### src/rtl/fsc_pkg.sv
package fsc_pkg;

   localparam int STATE_W = 4;

   typedef enum logic [STATE_W-1:0] {
      FS_RUN      = 4'd0,
      FS_IDLE     = 4'd1,
      FS_FLUSH    = 4'd2,
      FS_HOLD     = 4'd3,
      FS_MEMWAIT  = 4'd4,
      FS_MEMRETRY = 4'd5,
      FS_MEMDONE  = 4'd6,
      FS_TRAP     = 4'd7,
      FS_SLEEP    = 4'd8
   } fstate_e;

   // events that only matter once the priority chain falls through
   typedef struct packed {
      logic sent;
      logic refused;
      logic retry_ok;
      logic done;
      logic sel;
      logic fault;
      logic quiesce;
      logic wake;
   } fetch_ev_t;

   // states that count toward stage activity
   function automatic logic is_live(fstate_e s);
      return (s == FS_RUN) || (s == FS_FLUSH) || (s == FS_MEMDONE);
   endfunction

   // states a stall cannot pull into HOLD
   function automatic logic stall_exempt(fstate_e s);
      return (s == FS_MEMWAIT) || (s == FS_MEMRETRY) ||
             (s == FS_TRAP) || (s == FS_SLEEP);
   endfunction

endpackage

### src/rtl/fsc_stall_track.sv
module fsc_stall_track #(
   parameter int NUM_STAGES   = 4,
   parameter bit UNBLOCK_WINS = 1'b1
) (
   input  logic                  clk,
   input  logic                  rst_n,
   input  logic [NUM_STAGES-1:0] blk_i,
   input  logic [NUM_STAGES-1:0] unblk_i,
   input  logic                  ctx_i,
   output logic                  stalled_o,
   output logic                  err_o
);

   logic [NUM_STAGES-1:0] bits_q;
   logic [NUM_STAGES-1:0] bits_n;

   generate
      if (UNBLOCK_WINS) begin : g_unblk_wins
         assign bits_n = (bits_q | blk_i) & ~unblk_i;
      end else begin : g_blk_wins
         assign bits_n = (bits_q & ~unblk_i) | blk_i;
      end
   endgenerate

   always_ff @(posedge clk or negedge rst_n) begin
      if (!rst_n) bits_q <= '0;
      else        bits_q <= bits_n;
   end

   // the updated bits take effect in the cycle the pulse arrives
   assign stalled_o = (|bits_n) | ctx_i;
   assign err_o     = |(unblk_i & (~bits_q | blk_i));

   AST_UNBLOCK_RELEASES: assert property (@(posedge clk) disable iff (!rst_n)
      (!ctx_i && !(|blk_i) && (unblk_i == bits_q) && UNBLOCK_WINS) |-> !stalled_o)
      else $error("unblock of all set stages left a stall");

endmodule

### src/rtl/fsc_thread_fsm.sv
module fsc_thread_fsm
   import fsc_pkg::*;
#(
   parameter int          PC_W       = 32,
   parameter int          INST_BYTES = 4,
   parameter logic [63:0] RESET_PC   = 64'h0
) (
   input  logic            clk,
   input  logic            rst_n,
   input  logic            act_i,
   input  logic            cmt_sq_i,
   input  logic [PC_W-1:0] cmt_pc_i,
   input  logic            rob_sq_i,
   input  logic            dec_sq_i,
   input  logic [PC_W-1:0] dec_pc_i,
   input  logic            stalled_i,
   input  fetch_ev_t       ev_i,
   output fstate_e         state_o,
   output logic [PC_W-1:0] pc_o,
   output logic [PC_W-1:0] npc_o,
   output logic [PC_W-1:0] nnpc_o,
   output logic            chg_o
);

   localparam logic [PC_W-1:0] STEP1 = PC_W'(INST_BYTES);
   localparam logic [PC_W-1:0] STEP2 = PC_W'(2 * INST_BYTES);
   localparam logic [PC_W-1:0] PC0   = PC_W'(RESET_PC);

   fstate_e         st_q, st_n;
   logic            load;
   logic [PC_W-1:0] tgt;
   logic [PC_W-1:0] pc_q, npc_q, nnpc_q;

   always_comb begin
      st_n = st_q;
      load = 1'b0;
      tgt  = cmt_pc_i;
      if (cmt_sq_i) begin
         st_n = FS_FLUSH;
         load = 1'b1;
      end else if (rob_sq_i) begin
         st_n = FS_FLUSH;
      end else if (dec_sq_i && st_q != FS_FLUSH) begin
         st_n = FS_FLUSH;
         load = 1'b1;
         tgt  = dec_pc_i;
      end else if (stalled_i && !stall_exempt(st_q)) begin
         st_n = FS_HOLD;
      end else if (st_q == FS_HOLD || st_q == FS_FLUSH) begin
         st_n = FS_RUN;
      end else begin
         case (st_q)
            FS_RUN: begin
               if (!act_i)              st_n = FS_IDLE;
               else if (ev_i.fault)     st_n = FS_TRAP;
               else if (ev_i.quiesce)   st_n = FS_SLEEP;
               else if (ev_i.refused)   st_n = FS_MEMRETRY;
               else if (ev_i.sent)      st_n = FS_MEMWAIT;
            end
            FS_IDLE:     if (act_i)         st_n = FS_RUN;
            FS_MEMRETRY: if (ev_i.retry_ok) st_n = FS_MEMWAIT;
            FS_MEMWAIT:  if (ev_i.done)     st_n = stalled_i ? FS_HOLD : FS_MEMDONE;
            FS_MEMDONE:  if (ev_i.sel)      st_n = FS_RUN;
            FS_SLEEP:    if (ev_i.wake)     st_n = FS_RUN;
            default:     st_n = st_q;
         endcase
      end
   end

   always_ff @(posedge clk or negedge rst_n) begin
      if (!rst_n) begin
         st_q   <= FS_RUN;
         pc_q   <= PC0;
         npc_q  <= PC0 + STEP1;
         nnpc_q <= PC0 + STEP2;
      end else begin
         st_q <= st_n;
         if (load) begin
            pc_q   <= tgt;
            npc_q  <= tgt + STEP1;
            nnpc_q <= tgt + STEP2;
         end
      end
   end

   assign state_o = st_q;
   assign pc_o    = pc_q;
   assign npc_o   = npc_q;
   assign nnpc_o  = nnpc_q;
   assign chg_o   = (st_n != st_q);

   AST_COMMIT_REDIRECT: assert property (@(posedge clk) disable iff (!rst_n)
      cmt_sq_i |=> (st_q == FS_FLUSH) && (pc_q == $past(cmt_pc_i)))
      else $error("commit squash not taken");

   AST_ROB_KEEPS_PC: assert property (@(posedge clk) disable iff (!rst_n)
      (rob_sq_i && !cmt_sq_i) |=> (st_q == FS_FLUSH) && $stable(pc_q))
      else $error("reorder flush moved the PC");

   AST_TRAP_STICKY: assert property (@(posedge clk) disable iff (!rst_n)
      (st_q == FS_TRAP && !cmt_sq_i && !rob_sq_i && !dec_sq_i) |=> (st_q == FS_TRAP))
      else $error("trap left without squash");

   AST_STALL_TO_HOLD: assert property (@(posedge clk) disable iff (!rst_n)
      (stalled_i && !cmt_sq_i && !rob_sq_i && !(dec_sq_i && st_q != FS_FLUSH) &&
       (st_q inside {FS_RUN, FS_IDLE, FS_HOLD, FS_FLUSH, FS_MEMDONE})) |=> (st_q == FS_HOLD))
      else $error("stall did not park the thread");

endmodule

### src/rtl/fsc_activity.sv
module fsc_activity
   import fsc_pkg::*;
#(
   parameter int NUM_THREADS = 2
) (
   input  logic                           clk,
   input  logic                           rst_n,
   input  logic [NUM_THREADS*STATE_W-1:0] state_vec_i,
   input  logic [NUM_THREADS-1:0]         act_i,
   input  logic [NUM_THREADS-1:0]         chg_i,
   input  logic [NUM_THREADS-1:0]         err_i,
   output logic                           active_o,
   output logic                           changed_o,
   output logic                           err_o
);

   logic [NUM_THREADS-1:0] live;

   generate
      for (genvar t = 0; t < NUM_THREADS; t++) begin : g_live
         assign live[t] = act_i[t] & is_live(fstate_e'(state_vec_i[t*STATE_W +: STATE_W]));
      end
   endgenerate

   assign active_o = |live;

   always_ff @(posedge clk or negedge rst_n) begin
      if (!rst_n) begin
         changed_o <= 1'b0;
         err_o     <= 1'b0;
      end else begin
         changed_o <= |chg_i;
         err_o     <= |err_i;
      end
   end

   AST_NO_ACTIVE_THREADS: assert property (@(posedge clk) disable iff (!rst_n)
      (act_i == '0) |-> !active_o)
      else $error("stage active with no active thread");

endmodule

### src/rtl/fetch_status_ctl.sv
module fetch_status_ctl
   import fsc_pkg::*;
#(
   parameter int          NUM_THREADS  = 2,
   parameter int          NUM_STAGES   = 4,
   parameter int          PC_W         = 32,
   parameter int          INST_BYTES   = 4,
   parameter bit          UNBLOCK_WINS = 1'b1,
   parameter logic [63:0] RESET_PC     = 64'h0
) (
   input  logic                           clk,
   input  logic                           rst_n,
   input  logic [NUM_THREADS-1:0]         thread_act_i,
   input  logic [NUM_THREADS*NUM_STAGES-1:0] stage_block_i,
   input  logic [NUM_THREADS*NUM_STAGES-1:0] stage_unblock_i,
   input  logic                           ctx_switch_i,
   input  logic [NUM_THREADS-1:0]         commit_squash_i,
   input  logic [NUM_THREADS*PC_W-1:0]    commit_pc_i,
   input  logic [NUM_THREADS-1:0]         rob_flushing_i,
   input  logic [NUM_THREADS-1:0]         decode_squash_i,
   input  logic [NUM_THREADS*PC_W-1:0]    decode_pc_i,
   input  logic [NUM_THREADS-1:0]         req_sent_i,
   input  logic [NUM_THREADS-1:0]         req_refused_i,
   input  logic [NUM_THREADS-1:0]         retry_ok_i,
   input  logic [NUM_THREADS-1:0]         fill_done_i,
   input  logic [NUM_THREADS-1:0]         fetch_sel_i,
   input  logic [NUM_THREADS-1:0]         xlate_fault_i,
   input  logic [NUM_THREADS-1:0]         quiesce_i,
   input  logic [NUM_THREADS-1:0]         wake_i,
   output logic [NUM_THREADS*4-1:0]       state_o,
   output logic [NUM_THREADS*PC_W-1:0]    pc_o,
   output logic [NUM_THREADS*PC_W-1:0]    npc_o,
   output logic [NUM_THREADS*PC_W-1:0]    nnpc_o,
   output logic                           changed_o,
   output logic                           active_o,
   output logic                           proto_err_o
);

   localparam int SW = STATE_W;

   generate
      if (NUM_THREADS < 1) begin : g_chk_thr
         $error("NUM_THREADS must be at least 1");
      end
      if (NUM_STAGES < 1) begin : g_chk_stg
         $error("NUM_STAGES must be at least 1");
      end
      if (PC_W < 8) begin : g_chk_pc
         $error("PC_W must be at least 8");
      end
      if (INST_BYTES < 1 || (INST_BYTES & (INST_BYTES - 1)) != 0) begin : g_chk_ib
         $error("INST_BYTES must be a power of two");
      end
   endgenerate

   logic [NUM_THREADS*SW-1:0] st_vec;
   logic [NUM_THREADS-1:0]    chg_vec;
   logic [NUM_THREADS-1:0]    err_vec;

   generate
      for (genvar t = 0; t < NUM_THREADS; t++) begin : g_thr
         logic      stalled;
         fstate_e   st;
         fetch_ev_t ev;

         assign ev = '{sent:     req_sent_i[t],
                       refused:  req_refused_i[t],
                       retry_ok: retry_ok_i[t],
                       done:     fill_done_i[t],
                       sel:      fetch_sel_i[t],
                       fault:    xlate_fault_i[t],
                       quiesce:  quiesce_i[t],
                       wake:     wake_i[t]};

         fsc_stall_track #(
            .NUM_STAGES  (NUM_STAGES),
            .UNBLOCK_WINS(UNBLOCK_WINS)
         ) i_stall (
            .clk      (clk),
            .rst_n    (rst_n),
            .blk_i    (stage_block_i[t*NUM_STAGES +: NUM_STAGES]),
            .unblk_i  (stage_unblock_i[t*NUM_STAGES +: NUM_STAGES]),
            .ctx_i    (ctx_switch_i),
            .stalled_o(stalled),
            .err_o    (err_vec[t])
         );

         fsc_thread_fsm #(
            .PC_W      (PC_W),
            .INST_BYTES(INST_BYTES),
            .RESET_PC  (RESET_PC)
         ) i_fsm (
            .clk      (clk),
            .rst_n    (rst_n),
            .act_i    (thread_act_i[t]),
            .cmt_sq_i (commit_squash_i[t]),
            .cmt_pc_i (commit_pc_i[t*PC_W +: PC_W]),
            .rob_sq_i (rob_flushing_i[t]),
            .dec_sq_i (decode_squash_i[t]),
            .dec_pc_i (decode_pc_i[t*PC_W +: PC_W]),
            .stalled_i(stalled),
            .ev_i     (ev),
            .state_o  (st),
            .pc_o     (pc_o[t*PC_W +: PC_W]),
            .npc_o    (npc_o[t*PC_W +: PC_W]),
            .nnpc_o   (nnpc_o[t*PC_W +: PC_W]),
            .chg_o    (chg_vec[t])
         );

         assign st_vec[t*SW +: SW] = st;
      end
   endgenerate

   assign state_o = st_vec;

   fsc_activity #(
      .NUM_THREADS(NUM_THREADS)
   ) i_act (
      .clk        (clk),
      .rst_n      (rst_n),
      .state_vec_i(st_vec),
      .act_i      (thread_act_i),
      .chg_i      (chg_vec),
      .err_i      (err_vec),
      .active_o   (active_o),
      .changed_o  (changed_o),
      .err_o      (proto_err_o)
   );

   AST_DOUBLE_PULSE_FLAGGED: assert property (@(posedge clk) disable iff (!rst_n)
      (|(stage_block_i & stage_unblock_i)) |=> proto_err_o)
      else $error("same-cycle block and unblock not flagged");

endmodule

### config.mk
export PLATFORM = sky130hd
export DESIGN_NAME = fetch_status_ctl
export DESIGN_NICKNAME = d
export VERILOG_FILES = /design/src/rtl/fsc_pkg.sv /design/src/rtl/fsc_stall_track.sv /design/src/rtl/fsc_thread_fsm.sv /design/src/rtl/fsc_activity.sv /design/src/rtl/fetch_status_ctl.sv
export SDC_FILE = /design/constraint.sdc
export NUM_CORES = 1
export LEC_CHECK = 0
export ABC_AREA = 0
export ABC_CLOCK_PERIOD_IN_PS = 9080
export CAP_MARGIN = 20
export CORE_MARGIN = 2
export CORE_UTILIZATION = 52
export DETAILED_ROUTE_END_ITERATION = 10
export PLACE_DENSITY = 0.9
export SYNTH_ARGS = -nofsm -noshare
export SYNTH_HDL_FRONTEND = slang
export SYNTH_HIERARCHICAL = 1
export SYNTH_SLANG_ARGS = --single-unit
### constraint.sdc
create_clock -name clk -period 9.08 [get_ports clk]
set_clock_uncertainty 0.2 [all_clocks]
set_input_delay 1.816 -clock clk [delete_from_list [all_inputs] [get_ports clk]]
set_output_delay 1.816 -clock clk [all_outputs]
set_load 0.02 [all_outputs]
Word-level counts from Yosys, hierarchy flattened
Cells that the tools add are included.
{ "op_classes": {"n_eq_ne": 20, "n_shift": 0, "n_reduce_logical": 25, "n_addsub": 4, "div": 0, "n_mul": 0, "muxes": 46, "n_bitwise": 16, "magnitude_cmp": 0} }
{ "ops": {"columns": ["cell", "count"], "rows": [
  ["32-bit two-way mux", 6],
  ["4-bit two-way mux", 30],
  ["32-bit by 3-bit adder with 32-bit output (second input constant)", 2],
  ["32-bit by 4-bit adder with 32-bit output (second input constant)", 2],
  ["4-bit case mux with 6 select lines", 2],
  ["4-bit by 3-bit == test with 1-bit output (second input constant)", 8],
  ["4-bit AND", 4],
  ["4-bit by 2-bit == test with 1-bit output (second input constant)", 4],
  ["4-bit inverter", 4],
  ["4-bit OR", 4],
  ["1-bit logical OR", 12],
  ["4-bit by 1-bit == test with 1-bit output (second input constant)", 2],
  ["4-bit == test (second input constant)", 2],
  ["4-bit logical NOT", 2],
  ["4-bit by 2-bit inequality test with 1-bit output (second input constant)", 2],
  ["4-bit inequality test", 2],
  ["4-bit OR reduction", 2],
  ["8-bit OR reduction", 1],
  ["1-bit two-way mux", 6],
  ["3-bit two-way mux", 2],
  ["1-bit logical AND", 4],
  ["2-bit OR reduction", 2],
  ["1-bit AND", 2],
  ["1-bit logical NOT", 2],
  ["1-bit OR", 2]
]} }
{ "word_totals": {"mem_bits_rw": 0, "output_inout_bits": 203, "ff_bits": 210, "latch_bits": 0, "rom_bits": 0, "inputBits": 171, "n_memories": 0} }

Longest topological paths before layout
Gate-level depths: netlist of run 1.
{ "logic_depth": {"word_depth": 14, "mapped_depth": 15, "mapped_depth_nobuf": 11} }

Hierarchy
The synthesis of run 1 kept the hierarchy.
{ "modules_own_cells": {"columns": ["module", "area_each_um2", "instances", "cells_per_inst"], "rows": [
  ["fsc_thread_fsm at g_thr[0].i_fsm", 5933.2, 1, 690],
  ["fsc_thread_fsm at g_thr[1].i_fsm", 5816.8, 1, 666],
  ["fsc_stall_track", 185.2, 2, 23],
  ["fsc_activity", 100.1, 1, 10]
]} }

Worst setup path before layout of run 1
No wires, ideal clock.
{ "synth_path": {"path_type": "input-to-reg", "from": "input port commit_squash_i[0]", "to": "register g_thr[0].i_fsm.npc_q[22]", "t_arrival_ns": 4.638, "slack_ns": 4.106, "path_stages": 15, "required_time_ns": 8.743, "cell_sequence": "buf_6 > or3b_1 > buf_2 > nor2_4 > buf_2 > buf_2 > nand2_1 > nand2_1 > ha_1 > nand3_1 > or3_1 > mux2_2 > nor3_1 > xor2_1 > a21oi_1"} }
{ "synth_via": {"elab_chain_len": 2} }
{ "synth_rtl": {"columns": ["element", "line_no", "text"], "rows": [
  ["from (decl)", "fetch_status_ctl.sv:17", "input logic [NUM_THREADS-1:0] commit_squash_i,"],
  ["32-bit two-way mux", "fsc_thread_fsm.sv:38", "if (cmt_sq_i) begin"],
  ["via g_thr[0].i_fsm.tgt[3]", "fsc_thread_fsm.sv:31", "logic [PC_W-1:0] tgt;"],
  ["32-bit by 3-bit adder with 32-bit output", "fsc_thread_fsm.sv:80", "npc_q <= tgt + STEP1;"],
  ["to (signal assigned)", "fsc_thread_fsm.sv:74", "npc_q <= PC0 + STEP1;"],
  ["to (signal assigned)", "fsc_thread_fsm.sv:80", null],
  ["to (decl)", "fsc_thread_fsm.sv:32", "logic [PC_W-1:0] pc_q, npc_q, nnpc_q;"]
]} }
The timed path passes the listed nets, and every way through them passes these cells.
A chain may end at the register's enable or synchronous reset.

Worst setup path after layout of run 1
{ "layout_path": {"from": "input port commit_squash_i[0]", "to": "register g_thr[0].i_fsm.npc_q[30]"} }
The elaborated chain is that of the path after synthesis.

==> results.tsv, run 1 <==
stage	metric	value	unit
timing	crit share post-route	68.0	%
setup_path	R2R setup slack	4450	ps
global_routing	global-route usage over all layers	35.6	%
worst_hold_path	worst hold endpoint	g_thr[0].i_fsm/nnpc_o[3]	
final_layout	Seq. cell area	5010	um^2
setup_path	critical path cell sequence	clkdlybuf4s50_1, or3b_1, nor2_4, a21oi_1, inv_1, ha_1, nand3_1, or3_1, mux2_2, nor3_1, xor2_1, a21oi_1	
routing	drc violations	0	
synth	post-synth net total	1587	
final_layout	Filler cells	1792	
routing	vias per inst	6.09	
floorplanning	Ports	374	
synth	number of enable flip-flop cells after synthesis	0	
timing	Slew @ Worst Pin	1090	ps
routing	Post-DRT Antenna Nets	0	
timing	Fin. Hold Viols	0	
routing	initial drt markers	1336	
synth	ys async rst share	100	%
final_layout	commonest non-fill, non-tap cells in the layout	clkdlybuf4s50_1, nor2_1, dfrtp_1, nand2_1, a21oi_1	
synth	Mapped Cells	1412	
setup_path	RR Startpoint	g_thr[1].i_fsm/state_o[0]	
setup_path	slowest stage delay, CP	740	ps
synth	main flop type after synthesis	dfrtp_1	
routing	length of the first detailed-routing pass in iterations	6	
timing	setup TNS	0	ps
setup_path	R2R Path End	g_thr[1].i_fsm/npc_o[27]	
floorplanning	Initial Util	52.5	%
synth	post-synthesis sequential element count	200	
synth	Cell variety after synth	85	
cts	CTS buffer count	17	
outcome	status	finished clean	
routing	DR vias	12555	
placement	DP Wirelength	34100	um
setup_path	CP most frequent cell	a21oi_1	
final_layout	Total Nets Final	1906	
floorplanning	FP Rows	56	
timing	f_max	0.162	GHz
run	MaxCap Viol Count	0	
global_routing	grt total ovfl	0	
setup_path	Crit path required time	9140	ps
cts	worst skew pair latency	430	ps
floorplanning	Chip Width	157	um
power_and_ir_drop	PwrDens	152	nW/um^2
setup_path	Worst Setup End Kind	flop	
power_and_ir_drop	total power	2530	uW
setup_path	CP max-delay cell	clkdlybuf4s50_1	
power_and_ir_drop	Lkg Pwr	0.00669	uW
timing	RSZ-0062 raised after global routing	no	
routing	WL final	44800	um
placement	Cell Area, Placed	16000	um^2
floorplanning	Placeable Area	23300	um^2
power_and_ir_drop	maximum VDD drop	0.136	mV
cts	clock root buffer	clkbuf_16	
timing	Rel. slew slack	27.5	%
synth	syn avg cell area	8.65	um^2
setup_path	worst-path maximum fanout	26	
synth	post-synthesis sequential area ratio	41.0	%
final_layout	area grow syn2layout	35.9	%
timing	final setup vio count	0	
global_routing	largest net degree at the start of global routing	127	
floorplanning	DIE HEIGHT	157	um
worst_hold_path	hold path start	g_thr[0].i_fsm/nnpc_o[3]	
final_layout	multi-input logic area	6690	um^2
timing	Hold WS	265	ps
worst_hold_path	worst hold stages	2	
setup_path	CP Launch Type	primary input	
worst_hold_path	Hold/Removal Path Class	flop to flop	
global_routing	vias in the first global route	12152	
cts	postcts setup bufs	0	
cts	cts repair resizes	0	
global_routing	initial antenna violation count	0	
synth	Yosys warning count	6	
synth	Post-Syn Area	12200	um^2
cts	H-tree depth	4	
cts	Hold-fix buffers, CTS	0	
floorplanning	Die Area	24700	um^2
setup_path	CP Class	primary input to flop	
timing	pins over their slew limit	0	
final_layout	n_diodes	0	
global_routing	first-pass GRT wire length	67600	um
placement	routability cong.	0.990	
final_layout	most common cell after layout, fill and taps aside	clkdlybuf4s50_1	
setup_path	critical path data arrival time	6240	ps
timing	fin crit period	6170	ps
final_layout	Design Area, Final	16600	um^2
cts	CTS tree	built	
cts	CTS Sinks	200	
placement	Port Buffers	373	
setup_path	R2R depth	10	
final_layout	layout cell share with drive strength beyond 1	6.31	%
cts	Reg clk slew, reported paths	80	ps
cts	Longest Clk Path Bufs	2	
routing	Wirelength per Cell	21.7	um
## power by group
group / internal (uW) / switching, uW / leakage (uW)
logic: 318 / 404 / 0.00410
registers: 985 / 65.4 / 0.00231
clock network: 394 / 361 / 0.000281
total: 1700 / 831 / 0.00669
## registers in the layout (all words and copies together) (netlist names)
| name | count |
|---|---|
| g_thr.i_fsm/pc_o | 64 |
| g_thr.i_fsm/npc_o | 60 |
| g_thr.i_stall/bits_q | 8 |
| i_act/changed_o | 1 |
| g_thr.i_fsm/state_o | 8 |
| g_thr.i_fsm/nnpc_o | 58 |
| i_act/err_o | 1 |
## kinds of logic (layout without fill, tap and decap cells)
group	after synthesis	in the layout	share of synthesized area [%]
AO/OA/AOI/OAI	311	311	15.7
multiplexers	81	81	6.80
flip-flops	200	200	41.0
AND/OR/NAND/NOR	601	601	24.0
adder cells (fa/ha/maj)	4	4	0.410
XOR/XNOR	105	105	7.53
buffers and inverters	110	442	4.49
## per-layer routing
| layer | vias to the layer above | routed length [um] | share of wire (%) | GRT usage, % |
|---|---|---|---|---|
| met5 | - | 0 | 0 | 0 |
| met4 | 0 | 2080 | 4.6 | 15.0 |
| met3 | 142 | 4460 | 10 | 9.11 |
| met2 | 785 | 21100 | 47 | 58.4 |
| met1 | 5994 | 17200 | 38 | 44.7 |
| li1 | 5634 | - | - | - |
## cells in the mapped netlist (all sizes together) (3+ instances only)
master	number	area share (%)
nor2	210	6.6
dfrtp	196	40
nand2	154	4.8
a21oi	133	5.5
o21ai	89	3.7
mux2i	65	5.3
xor2	62	4.4
nand4	58	3.1
buf	50	2.7
xnor2	43	3.1
nand3	41	1.7
nor3	35	1.4
clkbuf	34	1.0
inv	26	0.80
nor4	19	1.2
a211oi	16	1.3
mux2	16	1.5
nor2b	10	0.51
and2	9	0.46
and3	9	0.47
o31ai	9	0.59
nand2b	8	0.41
nor3b	8	0.62
nand3b	7	0.43
o21a	7	0.43
a31oi	6	0.31
and4	6	0.43
o211ai	6	0.37
o22ai	6	0.31
or4	6	0.40
or3	5	0.26
a32o	4	0.33
dfstp	4	0.86
ha	4	0.41
nor4b	4	0.44
or2	4	0.20
a2111oi	3	0.32
a21o	3	0.18
a41oi	3	0.22
o21bai	3	0.18
or4b	3	0.28
## critical path: cells and delay by family
family / cells / cell delay (ps)
AOI/OAI and AO/OA: 2 / 380
xor gates and xnor gates: 1 / 210
adders and majority gates: 1 / 330
buffers and inverters: 2 / 950
muxes: 1 / 370
and+or+nand+nor: 5 / 2150
## layout make-up
class	count	share of cell area (%)
well taps	319	2.40
inverters	26	0.588
clock buffers	18	2.64
flip-flops and latches	200	30.2
multi-input cells	1102	40.3
repair buffers	384	23.1
clock inverters	14	0.836
## worst max-delay path by stage
stage,slack (ps),cells past startpoint,from,to
after floorplan,4110,15,commit_squash_i[0],g_thr[0].i_fsm/npc_o[22]
after global placement,2770,12,commit_squash_i[0],g_thr[0].i_fsm/npc_o[30]
after detailed placement,2590,12,commit_squash_i[0],g_thr[0].i_fsm/npc_o[30]
after CTS,3010,12,commit_squash_i[0],g_thr[0].i_fsm/npc_o[30]
after global routing,2740,12,commit_squash_i[0],g_thr[0].i_fsm/npc_o[30]
final,2910,12,commit_squash_i[0],g_thr[0].i_fsm/npc_o[30]
## per-stage QoR
step	instances	setup slack, ps	utilization [%]
floorplan	1412	4110	-
global placement	2029	2770	68.8
detailed placement	2029	2590	68.8
CTS	2061	3010	71.3
global route	2063	2740	71.4
finish	2063	2910	71.4
(Power assumes the default switching activity.)
==> run 2: changes to the inputs <==
--- a/config.mk
+++ b/config.mk
@@ -6,12 +6,12 @@
 export NUM_CORES = 1
 export LEC_CHECK = 0
 export ABC_AREA = 0
-export ABC_CLOCK_PERIOD_IN_PS = 9080
+export ABC_CLOCK_PERIOD_IN_PS = 5900
 export CAP_MARGIN = 20
 export CORE_MARGIN = 2
-export CORE_UTILIZATION = 52
+export CORE_UTILIZATION = 48
 export DETAILED_ROUTE_END_ITERATION = 10
-export PLACE_DENSITY = 0.9
+export PLACE_DENSITY = 0.84
 export SYNTH_ARGS = -nofsm -noshare
 export SYNTH_HDL_FRONTEND = slang
 export SYNTH_HIERARCHICAL = 1
==> constraint.sdc (replaced) <==
create_clock -name clk -period 5.9 [get_ports clk]
set_clock_uncertainty 0.2 [all_clocks]
set_input_delay 1.18 -clock clk [delete_from_list [all_inputs] [get_ports clk]]
set_output_delay 1.18 -clock clk [all_outputs]
set_load 0.02 [all_outputs]
==> results.tsv, run 2 (synthesis gave the netlist of run 1 again) <==
stage	metric	value	unit
outcome	status	finished clean	
final_layout	n_diodes	0	
routing	WL final	45200	um
routing	drc violations	0	
final_layout	max reg flops	64	
timing	Slew @ Worst Pin	1010	ps
cts	Longest Clk Path Bufs	2	
global_routing	vias in the first global route	12116	
cts	Reg clk slew, reported paths	80	ps
final_layout	Total Nets Final	1912	
routing	initial drt markers	1367	
setup_path	worst-path maximum fanout	12	
timing	setup TNS	0	ps
setup_path	Bufs and invs on worst path	2	
setup_path	CP Class	primary input to flop	
cts	worst skew pair latency	440	ps
worst_hold_path	Hold/Removal Path Class	flop to flop	
setup_path	CP most frequent cell	a21oi_1	
placement	Place WS	684	ps
timing	crit share post-route	81.7	%
cts	Hold-fix buffers, CTS	0	
floorplanning	Die Area	26800	um^2
timing	final setup vio count	0	
placement	DP Wirelength	34600	um
global_routing	largest net degree at the start of global routing	107	
setup_path	Crit path required time	5990	ps
setup_path	CP max-delay cell	or3b_1	
setup_path	CP Launch Type	primary input	
setup_path	critical path data arrival time	4910	ps
timing	Fin. Hold Viols	0	
setup_path	critical path cell sequence	clkdlybuf4s50_1, or3b_1, nor2_4, a21oi_1, inv_1, ha_1, nand3_1, or3_1, mux2_2, nor4_2, xnor2_1, a21oi_1	
cts	CTS Sinks	200	
floorplanning	Initial Util	48.7	%
placement	Port Buffers	373	
timing	f_max	0.207	GHz
power_and_ir_drop	maximum VDD drop	0.202	mV
run	MaxCap Viol Count	0	
global_routing	initial antenna violation count	0	
floorplanning	Chip Width	164	um
floorplanning	Placeable Area	25100	um^2
timing	Rel. slew slack	31.1	%
setup_path	slowest stage delay, CP	620	ps
cts	CTS tree	built	
setup_path	Worst Setup End Kind	flop	
routing	DR vias	12561	
cts	H-tree depth	4	
final_layout	most common cell after layout, fill and taps aside	clkdlybuf4s50_1	
global_routing	grt total ovfl	0	
power_and_ir_drop	Lkg Pwr	0.00674	uW
routing	Post-DRT Antenna Nets	0	
global_routing	global-route usage over all layers	33.2	%
floorplanning	DIE HEIGHT	164	um
routing	vias per inst	6.04	
placement	Placed Instances	2046	
final_layout	area grow syn2layout	36.7	%
final_layout	Filler cells	2086	
routing	Wirelength per Cell	21.7	um
global_routing	first-pass GRT wire length	68300	um
power_and_ir_drop	PwrDens	239	nW/um^2
final_layout	layout cell share with drive strength beyond 1	6.57	%
setup_path	cell family with most CP delay	simple AND/OR/NAND/NOR gates	
placement	routability cong.	1.00	
floorplanning	Ports	374	
final_layout	final cell count without fillers	2080	
floorplanning	FP Rows	58	
cts	clock root buffer	clkbuf_16	
timing	fin crit period	4820	ps
routing	length of the first detailed-routing pass in iterations	6	
final_layout	commonest non-fill, non-tap cells in the layout	clkdlybuf4s50_1, nor2_1, dfrtp_1, nand2_1, a21oi_1	
timing	RSZ-0062 raised after global routing	no	
cts	cts repair resizes	0	
cts	CTS buffer count	17	
timing	Setup WS post-layout	1080	ps
cts	postcts setup bufs	0	
timing	pins over their slew limit	0	
[run 2: per-stage QoR]
stage / instance area [um^2] / hold WS (ps) / power (uW) / util (%)
3_5_place_dp: 16100 / 257 / 2740 / 63.9
6_report: 16700 / 270 / 3990 / 66.5
5_1_grt: 16700 / 295 / 4140 / 66.5
3_3_place_gp: 16100 / 248 / 2730 / 63.9
2_1_floorplan: 12200 / 271 / 2120 / -
4_1_cts: 16700 / 267 / 3990 / 66.4
[run 2: metal layers]
layer,global-route usage (%),part of all wire (%)
met1,42.3,39
met2,53.9,47
met3,7.49,9.5
met4,15.1,4.8
met5,0,0
[run 2: worst paths after layout]
| kind | startpoint | end | slack (ps) | cells past startpoint |
|---|---|---|---|---|
| setup / recovery | rob_flushing_i[0] | g_thr[0].i_fsm/npc_o[26] | 1080 | 12 |
| hold / removal | g_thr[0].i_fsm/nnpc_o[3] | g_thr[0].i_fsm/nnpc_o[3] | 270 | 2 |
| setup reg to reg | g_thr[0].i_fsm/state_o[0] | g_thr[0].i_fsm/npc_o[26] | 1650 | 11 |
| hold reg to reg | g_thr[0].i_fsm/nnpc_o[3] | g_thr[0].i_fsm/nnpc_o[3] | 270 | 2 |
| max in group asynchronous | rst_n | g_thr[1].i_fsm/npc_o[28] | 3650 | 2 |
| min in group asynchronous | rst_n | g_thr[1].i_fsm/pc_o[31] | 620 | 1 |
[run 2: cell type report]
cell class	count	area [um^2]	area share, %
multi-input cells	1102	6690	40.0
flip-flops and latches	200	5010	30.0
repair buffers	390	3880	23.3
clock buffers	18	429	2.57
well taps	330	413	2.47
clock inverters	14	186	1.12
inverters	26	97.6	0.584
[run 2: worst min-delay path: cells and delay by family (launching register included)]
family           cells  cell delay (ps)
flip-flops           1              370
AND/OR/NAND/NOR      2              100
[run 2: where the power goes]
| part | switching [uW] | internal [uW] | total [uW] |
|---|---|---|---|
| Sequential | 105 | 1520 | 1620 |
| Combinational | 620 | 491 | 1110 |
| Clock | 574 | 682 | 1260 |
| Total | 1300 | 2690 | 3990 |
==> run 3: changes to the inputs <==
--- a/config.mk
+++ b/config.mk
@@ -6,12 +6,12 @@
 export NUM_CORES = 1
 export LEC_CHECK = 0
 export ABC_AREA = 0
-export ABC_CLOCK_PERIOD_IN_PS = 5900
+export ABC_CLOCK_PERIOD_IN_PS = 4050
 export CAP_MARGIN = 20
 export CORE_MARGIN = 2
-export CORE_UTILIZATION = 48
+export CORE_UTILIZATION = 43
 export DETAILED_ROUTE_END_ITERATION = 10
-export PLACE_DENSITY = 0.84
+export PLACE_DENSITY = 0.79
 export SYNTH_ARGS = -nofsm -noshare
 export SYNTH_HDL_FRONTEND = slang
 export SYNTH_HIERARCHICAL = 1
==> constraint.sdc (replaced) <==
create_clock -name clk -period 4.05 [get_ports clk]
set_clock_uncertainty 0.2 [all_clocks]
set_input_delay 0.81 -clock clk [delete_from_list [all_inputs] [get_ports clk]]
set_output_delay 0.81 -clock clk [all_outputs]
set_load 0.02 [all_outputs]
==> results.tsv, run 3 (synthesis gave the netlist of run 1 again) <==
stage	metric	value	unit
cts	CTS buffer count	17	
global_routing	GRT met3 Usage	6.49	%
timing	Rel. slew slack	46.2	%
cts	H-tree depth	4	
placement	Port Buffers	373	
global_routing	global-route usage over all layers	31.2	%
cts	cts repair resizes	0	
cts	clock root buffer	clkbuf_16	
timing	RSZ-0062 raised after global routing	no	
cts	CTS tree	built	
floorplanning	FP Rows	61	
cts	Longest Clk Path Bufs	2	
floorplanning	Placeable Area	27900	um^2
setup_path	worst-path maximum fanout	5	
setup_path	CP Launch Type	primary input	
timing	crit share post-route	88.3	%
cts	postcts setup bufs	0	
floorplanning	Chip Width	173	um
final_layout	area grow syn2layout	40.7	%
placement	DP Wirelength	37200	um
routing	drc violations	0	
timing	final setup vio count	0	
final_layout	n_diodes	0	
floorplanning	Ports	374	
global_routing	GR Util met1	39.1	%
power_and_ir_drop	maximum VDD drop	0.204	mV
final_layout	max reg flops	64	
run	MaxCap Viol Count	0	
final_layout	Filler cells	2340	
power_and_ir_drop	Lkg Pwr	0.00700	uW
routing	initial drt markers	1272	
floorplanning	Initial Util	43.9	%
global_routing	GR peak layer	met2	
final_layout	layout cell share with drive strength beyond 1	9.37	%
timing	fin crit period	3580	ps
final_layout	commonest non-fill, non-tap cells in the layout	clkdlybuf4s50_1, nor2_1, dfrtp_1, nand2_1, a21oi_1	
cts	worst skew pair latency	440	ps
cts	Hold-fix buffers, CTS	0	
routing	length of the first detailed-routing pass in iterations	6	
setup_path	CP max-delay cell	mux2i_1	
floorplanning	Die Area	29800	um^2
timing	Slew @ Worst Pin	805	ps
timing	f_max	0.280	GHz
routing	WL final	47600	um
floorplanning	DIE HEIGHT	173	um
final_layout	multi-input logic area	6690	um^2
placement	Place WS	51.9	ps
global_routing	largest net degree at the start of global routing	81	
global_routing	first-pass GRT wire length	72500	um
global_routing	vias in the first global route	12439	
setup_path	Worst Setup End Kind	flop	
routing	Post-DRT Antenna Nets	0	
final_layout	Seq. cell area	5010	um^2
cts	CTS Sinks	200	
setup_path	critical path data arrival time	3740	ps
power_and_ir_drop	PwrDens	336	nW/um^2
timing	Setup WS post-layout	472	ps
global_routing	grt total ovfl	0	
routing	Wirelength per Cell	21.8	um
setup_path	critical path cell sequence	clkdlybuf4s50_1, buf_4, nor3b_4, nand2_4, mux2i_1, inv_1, ha_1, nand3_1, nor3_1, mux2i_1, buf_4, nor2_1, xor2_1, o21ai_0	
global_routing	met2 GRT Util	51.8	%
timing	Fin. Hold Viols	0	
timing	pins over their slew limit	0	
setup_path	CP startpoint	rob_flushing_i[0]	
setup_path	CP Class	primary input to flop	
setup_path	RR Startpoint	g_thr[0].i_fsm/state_o[2]	
global_routing	initial antenna violation count	0	
final_layout	Total Nets Final	1965	
routing	vias per inst	5.77	
placement	routability cong.	0.987	
outcome	status	finished clean	
cts	Reg clk slew, reported paths	80	ps
timing	setup TNS	0	ps
setup_path	Crit path required time	4210	ps
final_layout	most common cell after layout, fill and taps aside	clkdlybuf4s50_1	
worst_hold_path	Hold/Removal Path Class	primary input to asynchronous set/reset pin	
setup_path	slowest stage delay, CP	540	ps
routing	DR vias	12578	
-- run 3: cell count changes in the layout (fill, tap and decap cells not counted), sizes merged --
cell	previous run	this run
clkinvlp	1	0
clkinv	4	8
buf	17	70
clkbuf	19	18
inv	32	33
bufinv	3	0
-- run 3: power by group --
group	switching [uW]	total [uW]	leakage, uW	internal, uW
sequential	148	2360	0.00231	2210
combinational	924	1660	0.00440	739
clock	917	1770	0.000300	848
-- run 3: cell type report --
cell class | count | share of cell area, %
multi-input combinational | 1102 | 38.9
sequential | 200 | 29.1
timing repair buffer | 443 | 25.0
tap | 378 | 2.75
clock buffer | 17 | 2.47
clock inverter | 15 | 1.13
inverter | 26 | 0.568
-- run 3: critical path: cells and delay by family --
family | cells | cell delay (ps)
AND/OR/NAND/NOR | 5 | 700
AO/OA/AOI/OAI | 1 | 170
XOR/XNOR | 1 | 140
adder cells (fa/ha/maj) | 1 | 210
buffers and inverters | 4 | 940
multiplexers | 2 | 760
-- run 3: routing by layer --
| metal | routed length [um] | vias up |
|---|---|---|
| met5 | 0 | - |
| met1 | 18800 | 5948 |
| met4 | 2180 | 0 |
| met3 | 4390 | 120 |
| li1 | - | 5757 |
| met2 | 22200 | 753 |
-- run 3: worst paths after layout --
check                                            to  slack [ps]  cells past startpoint
setup reg to reg           g_thr[0].i_fsm/npc_o[15]         550                     12
setup / recovery           g_thr[0].i_fsm/npc_o[15]         470                     14
hold / removal             g_thr[1].i_fsm/npc_o[24]         180                      1
max in group asynchronous  g_thr[1].i_fsm/nnpc_o[3]        2490                      2
hold reg to reg            g_thr[0].i_fsm/nnpc_o[3]         280                      2
min in group clk           g_thr[0].i_fsm/nnpc_o[3]         280                      2
-- run 3: metrics by stage --
step / instance area [um^2] / power, uW / hold WS [ps] / utilization (%) / std cells
floorplan: 12200 / 3090 / 271 / - / 1412
global placement: 16600 / 4020 / 256 / 59.5 / 2149
CTS: 17200 / 5810 / 215 / 61.7 / 2181
finish: 17200 / 5780 / 178 / 61.7 / 2181
detailed placement: 16600 / 4040 / 265 / 59.5 / 2149
global route: 17200 / 6020 / 219 / 61.7 / 2181
